<file path="src/rtl/alu_flag_pkg.sv">
package alu_flag_pkg;
    // Positions within the 8-bit flag word
    localparam int FLG_S = 7;
    localparam int FLG_L = 6;
    localparam int FLG_E = 5;
    localparam int FLG_U = 4;
    localparam int FLG_N = 3;
    localparam int FLG_Z = 2;
    localparam int FLG_V = 1;
    localparam int FLG_C = 0;
    localparam int NUM_STICKY = 2;

    typedef struct packed {
        logic ext;
        logic unnorm;
        logic neg;
        logic zero;
        logic ovf;
        logic carry;
    } live_flags_t;
endpackage

</file>
<file path="src/rtl/alu_flag_eval.sv">
module alu_flag_eval #(
    parameter int DATA_W = 56,
    parameter int EXT_W  = 8
) (
    input  logic [DATA_W-1:0]       res_data,
    input  logic                    res_carry,
    input  logic                    res_ovf,
    output alu_flag_pkg::live_flags_t fresh
);
    localparam int GUARD_N = EXT_W + 1;
    localparam int NORM_HI = DATA_W - EXT_W - 1;

    logic [GUARD_N-1:0] guard;

    always_comb begin
        guard        = res_data[DATA_W-1 -: GUARD_N];
        fresh.ext    = !((&guard) || !(|guard));
        fresh.unnorm = res_data[NORM_HI] ~^ res_data[NORM_HI-1];
        fresh.neg    = res_data[DATA_W-1];
        fresh.zero   = !(|res_data);
        fresh.ovf    = res_ovf;
        fresh.carry  = res_carry;
    end
endmodule

</file>
<file path="src/rtl/alu_flag_sticky.sv">
module alu_flag_sticky (
    input  logic clk,
    input  logic rst_n,
    input  logic set_i,
    input  logic wr_en_i,
    input  logic wr_val_i,
    output logic bit_o
);
    logic bit_d, bit_q;

    always_comb begin
        bit_d = bit_q;
        if (wr_en_i) bit_d = wr_val_i;
        if (set_i)   bit_d = 1'b1;
    end

    always_ff @(posedge clk) begin
        if (!rst_n) bit_q <= 1'b0;
        else        bit_q <= bit_d;
    end

    assign bit_o = bit_q;


    sticky_hold_chk: assert property (@(posedge clk) disable iff (!rst_n)
        (bit_q && !wr_en_i) |=> bit_q);

    set_wins_chk: assert property (@(posedge clk) disable iff (!rst_n)
        set_i |=> bit_q);
endmodule

</file>
<file path="src/rtl/alu_status_flags.sv">
module alu_status_flags #(
    parameter int DATA_W = 56,
    parameter int EXT_W  = 8
) (
    input  logic              clk,
    input  logic              rst_n,
    input  logic              res_valid,
    input  logic [DATA_W-1:0] res_data,
    input  logic              res_carry,
    input  logic              res_ovf,
    input  logic              lim_evt,
    input  logic              scl_evt,
    input  logic              sw_we,
    input  logic [7:0]        sw_wdata,
    output logic [7:0]        flags_o
);
    import alu_flag_pkg::*;

    live_flags_t fresh;
    live_flags_t live_d, live_q;
    logic [NUM_STICKY-1:0] stk_set, stk_wval, stk_q;

    alu_flag_eval #(.DATA_W(DATA_W), .EXT_W(EXT_W)) u_eval (
        .res_data (res_data),
        .res_carry(res_carry),
        .res_ovf  (res_ovf),
        .fresh    (fresh)
    );

    always_comb begin
        live_d = live_q;
        if (sw_we) live_d = live_flags_t'(sw_wdata[FLG_E:FLG_C]);
        if (res_valid) live_d = fresh;
        // index 1 = L, index 0 = S
        stk_set[1]  = (res_valid && res_ovf) || lim_evt;
        stk_set[0]  = scl_evt;
        stk_wval[1] = sw_wdata[FLG_L];
        stk_wval[0] = sw_wdata[FLG_S];
    end

    always_ff @(posedge clk) begin
        if (!rst_n) live_q <= '0;
        else        live_q <= live_d;
    end

    for (genvar i = 0; i < NUM_STICKY; i++) begin : g_sticky
        alu_flag_sticky u_stk (
            .clk     (clk),
            .rst_n   (rst_n),
            .set_i   (stk_set[i]),
            .wr_en_i (sw_we),
            .wr_val_i(stk_wval[i]),
            .bit_o   (stk_q[i])
        );
    end

    assign flags_o = {stk_q[0], stk_q[1], live_q};


    live_hold_chk: assert property (@(posedge clk) disable iff (!rst_n)
        (!res_valid && !sw_we) |=> $stable(flags_o[FLG_E:FLG_C]));

    ovf_copy_chk: assert property (@(posedge clk) disable iff (!rst_n)
        res_valid |=> (flags_o[FLG_V] == $past(res_ovf)) && (flags_o[FLG_C] == $past(res_carry)));

    zero_sign_chk: assert property (@(posedge clk) disable iff (!rst_n)
        flags_o[FLG_Z] |-> !flags_o[FLG_N] || !$past(res_valid));

    lim_from_ovf_chk: assert property (@(posedge clk) disable iff (!rst_n)
        (res_valid && res_ovf) |=> flags_o[FLG_L]);

    scale_hold_chk: assert property (@(posedge clk) disable iff (!rst_n)
        (flags_o[FLG_S] && !sw_we) |=> flags_o[FLG_S]);
endmodule

</file>
<file path="config.mk">
export PLATFORM = sky130hd
export DESIGN_NAME = alu_status_flags
export DESIGN_NICKNAME = d
export VERILOG_FILES = /design/src/rtl/alu_flag_pkg.sv /design/src/rtl/alu_flag_eval.sv /design/src/rtl/alu_flag_sticky.sv /design/src/rtl/alu_status_flags.sv
export SDC_FILE = /design/constraint.sdc
export NUM_CORES = 1
export LEC_CHECK = 0
export ABC_AREA = 1
export BUFFER_PORTS_ARGS = -buffer_cell sky130_fd_sc_hd__buf_2
export CAP_MARGIN = 20
export CORE_MARGIN = 8
export CORE_UTILIZATION = 34
export CTS_CLUSTER_DIAMETER = 200
export DETAILED_ROUTE_END_ITERATION = 12
export MAX_ROUTING_LAYER = met4
export PLACE_DENSITY = 0.83
export SYNTH_ARGS = -nofsm -noshare
export SYNTH_HDL_FRONTEND = slang
export SYNTH_SLANG_ARGS = --single-unit
</file>
<file path="constraint.sdc">
create_clock -name clk -period 1.9 [get_ports clk]
set_input_delay 0.285 -clock clk [delete_from_list [all_inputs] [get_ports clk]]
set_output_delay 0.285 -clock clk [all_outputs]
set_load 0.01 [all_outputs]
</file>
==> results.tsv <==
metric	value	unit
status	finished, final reports clean	
hold_viol	0	
rrSetupSlack	1.17	ns
critical_path_arrival	0.73	ns
die_w	59.5	µm
syn-num-nets	191	
post_cts_buffers	0	
synth_seq_area_share	24.9	%
grt_pass1_wl	3.87	mm
fp.dieH	59.5	µm
vias_per_cell	4.49	
ios	80	
critical_path_class	reg2out	
drt_iter0_drc	29	
cap_violations	0	
period_share	53.3	%
crit-reg2reg-capture	flags_o[2]	
yosysTopAreaCell	dfxtp_1	
tightest_slew	0.203	ns
path_buf_inv	1	
drive_above_1_share	43.4	%
fp.dieArea	3540	µm²
tns	0	ns
cts_buffer_depth	2	
rr_worst_depth	2	
reg2reg_from	flags_o[2]	
layout.cells.non_filler	221	
clock_tree.root_cell	clkbuf_4	
cts_sinks	8	
period_needed	1.01	ns
vdd_drop_max	0.381	mV
hpwl	2.29	mm
grt_start_max_net_pins	10	
slew_headroom	86.3	%
crit_end	flags_o[2]	
drt-pass1-iter-count	4	
gp_congestion	0.860	
htreeDepth	1	
worst_slack	0.887	ns
synth.distinct_cells	19	
worst_setup_path_end_kind	output pin	
place_ws	0.681	ns
initial_utilization	36.5	%
dp_cells	218	
nNetsFinal	271	
dr_total_vias	993	
grt_use_total	14.1	%
min_path_type	in2reg	
drt_wl_total	2.55	mm
hold_slack	0.281	ns
cp-startpoint	flags_o[2]	
grt_overflow	0	
crit_family	flip-flops	
route.detailed.drc	0	
antenna_found_initial	0	
crit_required	1.62	ns
cp.depth	1	
clock_skew	0	ns
diodes	0	
syn_area	644	µm²
slew_violations	0	
fmax	987	MHz
p_leak	0.610	nW
netlist_instances	118	
yosys_warnings	0	
setup_violations	0	
yosys.area.top_type_share	24.9	%
core-area	1760	µm²
grt_setup_unrepaired	false	
slowest_stage	dfxtp_1	
grt_pass1_vias	972	
rows	15	
synth.avg_cell_area	5.46	µm²
io_buffers	79	
wire_per_inst	11.5	µm
p_total	0.472	mW
area_growth	64.9	%
cpPeakStageDelay	0.34	ns
synthTopCellsByArea	dfxtp_1 25%, nor2_1 22%, nand2_1 18%	
post-route-util	60.2	%
fin_area	1060	µm²
antenna_left	0	
cp_cell_sequence	buf_2	
power_density	444	nW/µm²
start_kind	flip-flop	
place_area	1040	µm²
holdBufCountCts	0	
cts-resized-gates	0	
cts_buffers	3	
cts_tree	yes	
synth_seq_cells	8	
crit_fanout	2	
clock_latency	0.26	ns
clkTransAtPathRegs	0.05	ns
-- logic make-up (layout without fill, tap and decap cells) --
group | after synthesis | count (layout) | share of synthesized area [%]
adders and majority gates | 1 | 1 | 1.94
AOI/OAI and AO/OA | 13 | 13 | 11.6
buffers and inverters | 17 | 95 | 12.4
and+or+nand+nor | 79 | 79 | 49.1
DFF | 8 | 8 | 24.9
-- cell usage in the layout (no fill, tap or decap) --
| master | n |
|---|---|
| a21oi_1 | 5 |
| a31oi_1 | 2 |
| buf_2 | 79 |
| clkbuf_4 | 3 |
| dfxtp_1 | 8 |
| ha_1 | 1 |
| inv_1 | 12 |
| inv_2 | 1 |
| nand2_1 | 31 |
| nand2_2 | 1 |
| nand3_1 | 6 |
| nand4_1 | 3 |
| nor2_1 | 37 |
| nor2_2 | 1 |
| o211ai_1 | 2 |
| o21ai_0 | 2 |
| o21ai_1 | 1 |
| o31ai_1 | 1 |
-- worst min path at each step --
stage,from,to,cells after the start
after floorplan,rst_n,flags_o[0],2
after global placement,g_sticky[0].u_stk.bit_o,g_sticky[0].u_stk.bit_o,2
after detailed placement,g_sticky[0].u_stk.bit_o,g_sticky[0].u_stk.bit_o,2
after CTS,scl_evt,g_sticky[0].u_stk.bit_o,3
after global routing,scl_evt,g_sticky[0].u_stk.bit_o,3
final,scl_evt,g_sticky[0].u_stk.bit_o,3
-- synthesized netlist by cell type --
library cell and instances:
a31oi_1 2, ha_1 1, inv_2 1, o31ai_1 1, nor2_1 37, buf_6 1
nand4_1 3, inv_1 12, buf_4 2, o211ai_1 2, nand2_1 31, dfxtp_1 8
nand2_2 1, buf_2 1, a21oi_1 5, nor2_2 1, nand3_1 6, o21ai_0 2
o21ai_1 1
-- area by class of cell --
type / instances / area (µm²)
fillers: 189 / 702
multi-input cells: 93 / 404
inverters: 13 / 48.8
well taps: 25 / 31.3
flip-flops and latches: 8 / 160
repair buffers: 79 / 395
clock buffers: 3 / 22.5
-- where the power goes --
part,total (mW),internal (mW),switching (mW)
clock network,0.134,0.0725,0.0614
registers,0.185,0.180,0.00530
logic,0.153,0.0826,0.0700
-- flip-flops by register name, summed over array words and instances (netlist names) --
signal and count:
flags_o 6, g_sticky.u_stk.bit_o 2
-- metal layers --
metal  global-route usage (%)  share of wire (%)
met2                     25.7                 56
met4                     3.06               0.16
met3                     4.56                8.3
met5                        -                  0
met1                     14.2                 36
(Power assumes the default switching activity.)
